**config.mk**
```make
export PLATFORM = sky130hd
export DESIGN_NAME = apb_dcount_timer
export DESIGN_NICKNAME = d
export VERILOG_FILES = /design/src/rtl/tmr_pkg.sv /design/src/rtl/tmr_regfile.sv /design/src/rtl/tmr_counter.sv /design/src/rtl/tmr_status.sv /design/src/rtl/apb_dcount_timer.sv
export SDC_FILE = /design/constraint.sdc
export NUM_CORES = 1
export LEC_CHECK = 0
export BUFFER_PORTS_ARGS = -buffer_cell sky130_fd_sc_hd__buf_4
export CORE_MARGIN = 2
export CORE_UTILIZATION = 40
export CTS_CLUSTER_SIZE = 28
export DETAILED_ROUTE_END_ITERATION = 16
export GPL_ROUTABILITY_DRIVEN = 0
export PLACE_DENSITY = 0.67
export RECOVER_POWER = 50
export SLEW_MARGIN = 0
export SYNTH_ARGS = -nofsm -noshare
export SYNTH_HDL_FRONTEND = slang
export SYNTH_SLANG_ARGS = --single-unit
```
**constraint.sdc**
```tcl
create_clock -name clk -period 2.2 [get_ports clk]
set_input_delay 0.33 -clock clk [delete_from_list [all_inputs] [get_ports clk]]
set_output_delay 0.33 -clock clk [all_outputs]
set_load 0.01 [all_outputs]
```
**src/rtl/tmr_pkg.sv**
```systemverilog
package tmr_pkg;
  localparam int unsigned OFF_CTRL   = 32'h0;
  localparam int unsigned OFF_COUNT  = 32'h4;
  localparam int unsigned OFF_RELOAD = 32'h8;
  localparam int unsigned OFF_STATUS = 32'hC;

  localparam int unsigned CTRL_EN_BIT = 0;
  localparam int unsigned CTRL_IE_BIT = 3;
  localparam int unsigned STAT_FLAG_BIT = 0;

  typedef enum logic [2:0] {
    RSEL_NONE,
    RSEL_CTRL,
    RSEL_COUNT,
    RSEL_RELOAD,
    RSEL_STATUS
  } reg_sel_e;

  // One counting step: hold, decrement, or wrap to the reload value.
  function automatic logic [31:0] step_count(input logic [31:0] cur,
                                             input logic [31:0] rld,
                                             input logic        step);
    if (!step)           return cur;
    else if (cur == '0)  return rld;
    else                 return cur - 32'd1;
  endfunction

  // True on the step that lands the count on zero.
  function automatic logic hits_zero(input logic [31:0] cur,
                                     input logic        step);
    return step && (cur == 32'd1);
  endfunction
endpackage

```
**src/rtl/tmr_regfile.sv**
```systemverilog
module tmr_regfile
  import tmr_pkg::*;
#(
  parameter int DATA_W = 32,
  parameter int ADDR_W = 12
) (
  input  logic              clk,
  input  logic              rst_n,
  input  logic              psel,
  input  logic              penable,
  input  logic              pwrite,
  input  logic [ADDR_W-1:0] paddr,
  input  logic [DATA_W-1:0] pwdata,
  input  logic [DATA_W-1:0] count_i,
  input  logic              flag_i,
  output logic [DATA_W-1:0] prdata,
  output logic              ctrl_en,
  output logic              ctrl_ie,
  output logic [DATA_W-1:0] reload_q,
  output logic              wr_count,
  output logic              wr_reload,
  output logic              stat_clr
);
  reg_sel_e sel;
  logic     wr_acc;
  logic     rd_acc;

  always_comb begin
    if      (paddr == ADDR_W'(OFF_CTRL))   sel = RSEL_CTRL;
    else if (paddr == ADDR_W'(OFF_COUNT))  sel = RSEL_COUNT;
    else if (paddr == ADDR_W'(OFF_RELOAD)) sel = RSEL_RELOAD;
    else if (paddr == ADDR_W'(OFF_STATUS)) sel = RSEL_STATUS;
    else                                   sel = RSEL_NONE;
  end

  assign wr_acc    = psel && penable && pwrite;
  assign rd_acc    = psel && !pwrite;
  assign wr_count  = wr_acc && (sel == RSEL_COUNT);
  assign wr_reload = wr_acc && (sel == RSEL_RELOAD);
  assign stat_clr  = wr_acc && (sel == RSEL_STATUS) && pwdata[STAT_FLAG_BIT];

  always_ff @(posedge clk or negedge rst_n) begin
    if (!rst_n) begin
      ctrl_en  <= 1'b0;
      ctrl_ie  <= 1'b0;
      reload_q <= '0;
    end else if (wr_acc) begin
      if (sel == RSEL_CTRL) begin
        ctrl_en <= pwdata[CTRL_EN_BIT];
        ctrl_ie <= pwdata[CTRL_IE_BIT];
      end
      if (sel == RSEL_RELOAD) reload_q <= pwdata;
    end
  end

  always_comb begin
    prdata = '0;
    if (rd_acc) begin
      case (sel)
        RSEL_CTRL: begin
          prdata[CTRL_EN_BIT] = ctrl_en;
          prdata[CTRL_IE_BIT] = ctrl_ie;
        end
        RSEL_COUNT:  prdata = count_i;
        RSEL_RELOAD: prdata = reload_q;
        RSEL_STATUS: prdata[STAT_FLAG_BIT] = flag_i;
        default:     prdata = '0;
      endcase
    end
  end
endmodule

```
**src/rtl/tmr_counter.sv**
```systemverilog
module tmr_counter
  import tmr_pkg::*;
#(
  parameter int CNT_W = 32
) (
  input  logic             clk,
  input  logic             rst_n,
  input  logic             en,
  input  logic             tick,
  input  logic             load,
  input  logic [CNT_W-1:0] load_val,
  input  logic [CNT_W-1:0] reload,
  output logic [CNT_W-1:0] count_q,
  output logic             zero_evt
);
  logic step;
  logic [31:0] nxt;

  assign step     = en && tick && !load;
  assign zero_evt = hits_zero(32'(count_q), step);
  assign nxt      = step_count(32'(count_q), 32'(reload), step);

  always_ff @(posedge clk or negedge rst_n) begin
    if (!rst_n)     count_q <= '0;
    else if (load)  count_q <= load_val;
    else            count_q <= nxt[CNT_W-1:0];
  end
endmodule

```
**src/rtl/tmr_status.sv**
```systemverilog
module tmr_status (
  input  logic clk,
  input  logic rst_n,
  input  logic set_i,
  input  logic clr_i,
  output logic flag_q
);
  always_ff @(posedge clk or negedge rst_n) begin
    if (!rst_n)      flag_q <= 1'b0;
    else if (set_i)  flag_q <= 1'b1;
    else if (clr_i)  flag_q <= 1'b0;
  end
endmodule

```
**src/rtl/apb_dcount_timer.sv**
```systemverilog
module apb_dcount_timer #(
  parameter int DATA_W = 32,
  parameter int ADDR_W = 12
) (
  input  logic              clk,
  input  logic              rst_n,
  input  logic              psel,
  input  logic              penable,
  input  logic              pwrite,
  input  logic [ADDR_W-1:0] paddr,
  input  logic [DATA_W-1:0] pwdata,
  output logic [DATA_W-1:0] prdata,
  input  logic              tick_i,
  output logic              irq_o
);
  logic              ctrl_en;
  logic              ctrl_ie;
  logic [DATA_W-1:0] reload_q;
  logic [DATA_W-1:0] count_q;
  logic              wr_count;
  logic              wr_reload;
  logic              stat_clr;
  logic              cnt_load;
  logic              zero_evt;
  logic              status_q;

  assign cnt_load = wr_count || wr_reload;

  tmr_regfile #(.DATA_W(DATA_W), .ADDR_W(ADDR_W)) u_regs (
    .clk(clk), .rst_n(rst_n), .psel(psel), .penable(penable), .pwrite(pwrite),
    .paddr(paddr), .pwdata(pwdata), .count_i(count_q), .flag_i(status_q),
    .prdata(prdata), .ctrl_en(ctrl_en), .ctrl_ie(ctrl_ie), .reload_q(reload_q),
    .wr_count(wr_count), .wr_reload(wr_reload), .stat_clr(stat_clr)
  );

  tmr_counter #(.CNT_W(DATA_W)) u_cnt (
    .clk(clk), .rst_n(rst_n), .en(ctrl_en), .tick(tick_i), .load(cnt_load),
    .load_val(pwdata), .reload(reload_q), .count_q(count_q), .zero_evt(zero_evt)
  );

  tmr_status u_stat (
    .clk(clk), .rst_n(rst_n), .set_i(zero_evt), .clr_i(stat_clr), .flag_q(status_q)
  );

  assign irq_o = status_q && ctrl_ie;
endmodule

```
==> results of run 1 <==
-- per-stage QoR --
step	worst slack [ns]	hold WS (ns)	instance area (sq um)
after detailed placement	-0.2893	0.5087	5405
after floorplan	0.02959	0.03441	4358
after global routing	-0.1380	0.2123	6306
final	-0.07952	0.2115	6306
after CTS	-0.09036	0.1480	5961
after global placement	-0.1712	0.5067	5405
-- power groups by stage --
stage,Combinational (W),Sequential [W],Clock (W)
5_1_grt,0.000327,0.00124,0.00101
4_1_cts,0.000290,0.00124,0.000959
2_1_floorplan,0.000130,0.00126,0
6_report,0.000304,0.00124,0.000951
3_3_place_gp,0.000273,0.00126,0
3_5_place_dp,0.000279,0.00126,0
-- logic make-up (layout without fill, tap and decap cells) --
| group | after synthesis | after routing | share of synthesized area |
|---|---|---|---|
| DFF | 67 | 67 | 0.3847 |
| and+or+nand+nor | 178 | 178 | 0.2171 |
| muxes | 48 | 48 | 0.1203 |
| AOI/OAI and AO/OA | 124 | 124 | 0.1952 |
| buffers and inverters | 48 | 166 | 0.04594 |
| xor gates and xnor gates | 14 | 14 | 0.02813 |
| adders and majority gates | 3 | 3 | 0.008614 |
-- per-layer routing --
| layer | part of all wire | track usage | vias up |
|---|---|---|---|
| li1 | - | - | 2060 |
| met1 | 0.41 | 0.3170 | 2241 |
| met2 | 0.49 | 0.4173 | 223 |
| met3 | 0.080 | 0.05365 | 28 |
| met4 | 0.021 | 0.1181 | 0 |
| met5 | 0 | 0 | - |
-- registers in the layout, indices dropped and copies added, names as in the netlist --
| register | flops |
|---|---|
| u_cnt.count_q | 32 |
| u_regs.ctrl_en | 1 |
| u_regs.ctrl_ie | 1 |
| u_stat.flag_q | 1 |
| u_regs.reload_q | 32 |
-- cells in the final DEF, fill, tap and decap left out, types with 3 or more instances in the layout --
| master | Yosys | layout |
|---|---|---|
| buf_4 | 1 | 93 |
| dfrtp_1 | 67 | 66 |
| buf_6 | 1 | 41 |
| mux2_2 | 34 | 34 |
| o21ai_0 | 30 | 30 |
| nor2_4 | 0 | 29 |
| nand2_1 | 27 | 26 |
| a22oi_1 | 30 | 25 |
| and3_1 | 20 | 20 |
| nand3_1 | 20 | 19 |
| nor3_1 | 21 | 18 |
| a31oi_1 | 17 | 17 |
| o211ai_1 | 16 | 16 |
| mux2i_1 | 13 | 13 |
| clkbuf_8 | 0 | 11 |
| nor2_1 | 41 | 10 |
| xnor2_1 | 10 | 10 |
| nor4_1 | 14 | 9 |
| nand4_1 | 8 | 8 |
| a22oi_2 | 0 | 5 |
| and2_1 | 5 | 5 |
| nor4_2 | 2 | 5 |
| o21a_1 | 5 | 5 |
| a211oi_1 | 5 | 5 |
| buf_16 | 0 | 5 |
| inv_1 | 4 | 4 |
| xor2_1 | 4 | 4 |
| o31a_1 | 4 | 4 |
| a21oi_1 | 5 | 4 |
| nor4_4 | 1 | 3 |
| or4_1 | 3 | 3 |
| or3_1 | 3 | 3 |
| o41a_1 | 3 | 3 |
| a311oi_1 | 3 | 3 |
| ha_1 | 3 | 3 |
| clkbuf_1 | 35 | 3 |
| buf_12 | 0 | 3 |
-- worst min-delay path, cell delays in order --
cell and delay (ns):
buf_4 0.08, nand2_1 0.04, o211ai_1 0.07
-- worst min path at each step --
stage / startpoint / end / slack [ns] / depth (start not counted)
final: pwdata[5] / u_cnt.count_q[5]$_DFFE_PN0P_ / 0.21 / 3
after CTS: rst_n / u_regs.reload_q[27]$_DFFE_PN0P_ / 0.15 / 1
after global routing: pwdata[5] / u_regs.reload_q[5]$_DFFE_PN0P_ / 0.21 / 2
after floorplan: rst_n / u_cnt.count_q[0]$_DFFE_PN0P_ / 0.03 / 0
after global placement: rst_n / u_regs.reload_q[27]$_DFFE_PN0P_ / 0.51 / 1
after detailed placement: rst_n / u_regs.reload_q[28]$_DFFE_PN0P_ / 0.51 / 1
-- final cells by class --
type / count / area share
flip-flops and latches: 67 / 0.2661
repair buffers: 146 / 0.2264
clock buffers: 14 / 0.02579
well taps: 140 / 0.02778
clock inverters: 2 / 0.001587
inverters: 4 / 0.002381
multi-input cells: 367 / 0.4500
-- what timing repair did --
item / in CTS / in global routing
pin swaps: 20 / 25
cloned: 5 / 3
gates resized for setup: 60 / 71
setup buffers: 4 / 4
endpoints found under the setup margin: 31 / 48
==> reports/metrics.cfg, run 1 <==
[sta]
period_minus_slack_ns = 2.280
slew_viol_final = 68
worstMarginPinSlew_ns = 1.766
post-route-period-util = 1.036
maxSlewHeadroom = -0.1777
fmax_ghz = 0.4387
grt_setup_unrepaired = yes
timing.clock.skew_ns = 0.009512
timing.final.setup_violations = 30
post-route-worst-setup-slack_ns = -0.07952
timing_hold_violations_final = 0
final.setup.tns_ns = -1.669

[placed_design]
placed_cells = 710
io_buffer_count = 82
detailed_place_hpwl_mm = 8.735

[floorplanning]
die-height_um = 108.4
floorplan.io_pins = 83
chipWidth_um = 108.4
core.rowCount = 38
die-area_sq_um = 11750
core_region_area_sq_um = 10750
floorplan.initialDensity = 0.4056

[cts]
clock_insertion_delay_worst_skew_ns = 0.34
cts-hold-fix-buffers = 0
ctsRootBufferMaster = clkbuf_8
tritoncts_clock_tree = built
cts_buffer_depth = 2
cts.clk_slew.worst_paths_ns = 0.08
cts_inserted_buffers = 9
numClockSinks = 67
cts.htree.levels = 3

[detailed_routing]
first_pass_iters = 5
routedWlPerCell_um = 20.33
via_count = 4552
drc_errors = 0
route.detailed.vias_per_inst = 6.151
route.antenna.remaining_nets = 0
wirelength_mm = 15.04
first_iter_violations = 431

[worst_setup_path]
ff2ff_setup_slack_ns = 0.07
r2r_start = u_cnt.count_q[26]$_DFFE_PN0P_
timing.critical_path.slowest_stage_cell = or3b_4
worstSetupPathDepth = 8
worst_r2r_path_depth = 6
critPathLaunch = paddr[7]
cp-endpoint = prdata[8]
timing_worst_setup_path_type = in -> out
worst_ep_arrival_time_ns = 1.95
critical_path.startpoint_type = primary input
crit_fanout = 8
timing.critical_path.cells = buf_6, nor4_4, nand3_2, or3b_4, nand2b_4, buf_16, nor2_2, buf_4
critical-path-top-delay-family = simple AND/OR/NAND/NOR gates
crit_path_end_kind = output pin
destination_of_the_worst_register_to_register_timing_path = u_cnt.count_q[9]$_DFFE_PN0P_
cp_num_buf_inv = 3
cp.required_ns = 1.87
critical-path-max-stage-delay_ns = 0.41

[cells_and_area]
area_of_the_multi_input_gates_sq_um = 2838
fin_util = 0.5869
filler_cell_count = 924
layout.area.seq_sq_um = 1678
antenna_cells_inserted = 0
layout-drive-gt1-share = 0.4200
flow.area_growth_from_synthesis_pct = 44.70
layoutNonFillerInstCount = 740
num-nets-final = 648

[synth]
ys_ff_latch = 67
yosys_warnings = 0
synth_sequential_area_ratio = 0.3847
synth.area.top_cells = dfrtp_1, mux2_2, a22oi_1, nor2_1, o21ai_0
syn-mean-instance-area_sq_um = 9.041
ys_types = 47
synth_top_flop_cell = dfrtp_1
number_of_enable_type_register_cells_in_the_synthesized_netlist = 0
post_synth_inst_count = 482
synth_fp_nets = 535
yosys.cell_count.top_type = dfrtp_1
synth_top_area_cell = dfrtp_1
synth_top_area_frac = 0.3847
synthTopCellsByCount = dfrtp_1, nor2_1, clkbuf_1
netlist_area_sq_um = 4358
ys_async_sr_fraction = 1.000

[run]
maxCapViolations = 1

[hold_path]
worst_hold_path_class = in -> reg

[global_route]
via_count_of_the_first_global_routing_pass = 4498
grt_overflow = 0
grt_util_all_layers = 0.2532
antenna_found_initial = 0
grt_max_degree = 68
wire_length_of_the_first_global_routing_pass_mm = 23.17

[power]
power.leakage_nw = 2.727
vdd.ir_drop.worst_mv = 0.2443
p_per_area_nw_per_um2 = 395.2
pwr-share-clk = 0.382
share_seq_of_total_power = 0.496
combinationalPowerShare = 0.122
power.net_switching_w = 0.0006527
internal_power_w = 0.001839
total_power_w = 0.002492
power.share.switching = 0.2619

[run_status]
violations = capacitance limit, slew limit, setup timing
outcome = finished with violations

Power figures use the tool's default switching activity.
==> run 2: changes to the inputs <==
--- a/config.mk
+++ b/config.mk
@@ -13,6 +13,7 @@
 export GPL_ROUTABILITY_DRIVEN = 0
 export PLACE_DENSITY = 0.67
 export RECOVER_POWER = 50
+export REMOVE_ABC_BUFFERS = 1
 export SLEW_MARGIN = 0
 export SYNTH_ARGS = -nofsm -noshare
 export SYNTH_HDL_FRONTEND = slang
==> run 2 against run 1 <==
  * The run still ends with capacitance limit, slew limit, setup timing left
  * Routed wire length is 6.5% lower
  * Via count is 3.3% lower
  * Final area is 6.3% lower
  * Register-to-register slack worse by 0.03 ns
  * Worst hold slack worse by 0.012 ns
  * Combinational power is 11% higher
  * Clock skew is 0.0022 ns lower
  * Sequential share of layout area is 1.8 points higher
  * First-iteration DRC count is 17% lower
  * Sequential power hardly changed
  * Critical path type unchanged
==> reports/metrics.cfg, run 2 (same netlist as run 1, synthesis figures left out) <==
[cts]
tritoncts_clock_tree = built
numClockSinks = 67
cts.htree.levels = 3
clock_insertion_delay_worst_skew_ns = 0.36
cts_inserted_buffers = 9
cts_buffer_depth = 2
cts.clk_slew.worst_paths_ns = 0.07
cts-hold-fix-buffers = 0
ctsRootBufferMaster = clkbuf_8

[worst_setup_path]
crit_path_end_kind = output pin
timing_worst_setup_path_type = in -> out
worst_ep_arrival_time_ns = 1.91
cp.required_ns = 1.87
critical_path.startpoint_type = primary input
crit_fanout = 15

[floorplanning]
chipWidth_um = 108.4
die-height_um = 108.4
core.rowCount = 38
core_region_area_sq_um = 10750
floorplan.io_pins = 83
floorplan.initialDensity = 0.4056
die-area_sq_um = 11750

[sta]
timing_hold_violations_final = 0
maxSlewHeadroom = -0.1663
timing.final.setup_violations = 29
period_minus_slack_ns = 2.243
fmax_ghz = 0.4458
timing.clock.skew_ns = 0.007314
grt_setup_unrepaired = yes
post-route-worst-setup-slack_ns = -0.04331
final.setup.tns_ns = -0.6923
post-route-period-util = 1.020
slew_viol_final = 68
worstMarginPinSlew_ns = 1.749

[global_route]
wire_length_of_the_first_global_routing_pass_mm = 22.67
via_count_of_the_first_global_routing_pass = 4335
antenna_found_initial = 0
grt_overflow = 0
grt_util_all_layers = 0.2494
grt_max_degree = 68

[detailed_routing]
drc_errors = 0
route.antenna.remaining_nets = 0
routedWlPerCell_um = 19.19
via_count = 4400
first_iter_violations = 359
first_pass_iters = 7
wirelength_mm = 14.07
route.detailed.vias_per_inst = 6.003

[cells_and_area]
final_cell_mix = buf_4, dfrtp_1, mux2_2, nor2_1, nand2_1
filler_cell_count = 1007
antenna_cells_inserted = 0
largest_registers = u_cnt.count_q (32), u_regs.reload_q (32)
num-nets-final = 642
layout-drive-gt1-share = 0.3862
fin_util = 0.5500
flow.area_growth_from_synthesis_pct = 35.60
layout.cells.most_common = buf_4
layout.area.seq_sq_um = 1678
area_of_the_multi_input_gates_sq_um = 2668

[hold_path]
worst_hold_path_class = in -> reg

[run_status]
violations = capacitance limit, slew limit, setup timing
outcome = finished with violations

[power]
vdd.ir_drop.worst_mv = 0.2532
pwr-share-clk = 0.364
total_power_w = 0.002475
power.leakage_nw = 2.648
share_seq_of_total_power = 0.500
power.share.switching = 0.2652
combinationalPowerShare = 0.136
p_per_area_nw_per_um2 = 418.8
internal_power_w = 0.001819
power.net_switching_w = 0.0006562

[placed_design]
dp_worst_setup_slack_ns = -0.3009
detailed_place_hpwl_mm = 8.638
io_buffer_count = 82

[run]
maxCapViolations = 1

[run 2: cell types whose count changed in the layout (fill, tap and decap cells not counted), moves of 7 or more]
cell     delta
buf_6      -33
nor2_4     -29
buf_4      +27
nor2_1     +21
nor2_2      +8
o21ai_0     -7
o21ai_1     +7
[run 2: power by group through the flow]
stage                     clock network [W]  logic [W]  registers (W)
after global routing               0.000963   0.000361        0.00124
final                              0.000902   0.000336        0.00124
after global placement                    0   0.000279        0.00126
after CTS                          0.000918   0.000300        0.00124
after detailed placement                  0   0.000284        0.00126
after floorplan                           0   0.000111        0.00126
[run 2: path summary, 6_finish.rpt]
kind | slack (ns) | cells after the start | start | endpoint
setup / recovery | -0.04 | 8 | paddr[0] | prdata[22]
hold / removal | 0.20 | 3 | pwdata[5] | u_cnt.count_q[5]$_DFFE_PN0P_
setup reg to reg | 0.04 | 6 | u_cnt.count_q[24]$_DFFE_PN0P_ | u_cnt.count_q[8]$_DFFE_PN0P_
hold reg to reg | 0.54 | 1 | u_regs.ctrl_ie$_DFFE_PN0P_ | u_regs.ctrl_ie$_DFFE_PN0P_
max in group asynchronous | 0.61 | 1 | rst_n | u_cnt.count_q[9]$_DFFE_PN0P_
min in group asynchronous | 0.41 | 1 | rst_n | u_regs.reload_q[27]$_DFFE_PN0P_
[run 2: critical path: stages]
cell	delay, ns
buf_6	0.09
nor4_4	0.31
nand3_2	0.15
or3b_4	0.40
nand2b_4	0.20
buf_12	0.18
nor2_1	0.12
buf_4	0.13
[run 2: routing by layer]
| metal | track usage | part of all wire |
|---|---|---|
| met1 | 0.3199 | 0.43 |
| met2 | 0.4286 | 0.49 |
| met3 | 0.03918 | 0.059 |
| met4 | 0.08333 | 0.019 |
| met5 | 0 | 0 |
[run 2: per-stage QoR]
| step | hold WS (ns) | std cells | cell area [sq um] |
|---|---|---|---|
| 2_1_floorplan | 0.03441 | 438 | 4173 |
| 3_3_place_gp | 0.4955 | 710 | 5393 |
| 3_5_place_dp | 0.5052 | 710 | 5393 |
| 4_1_cts | 0.1145 | 729 | 5781 |
| 5_1_grt | 0.1923 | 733 | 5909 |
| 6_report | 0.1998 | 733 | 5909 |
[run 2: area by class of cell]
class,count,area share
sequential,67,0.2839
clock inverter,3,0.002541
timing repair buffer,140,0.2054
multi-input combinational,367,0.4514
inverter,4,0.002541
tap,140,0.02964
clock buffer,12,0.02456
[run 2: timing repair]
action                                 4_1_cts  5_1_grt
setup endpoints to repair                   46       63
setup buffers                                2        2
resized for setup                           40       36
pin swaps                                   18       16
gates cloned                                 3        2
endpoints found under the hold margin        0        0
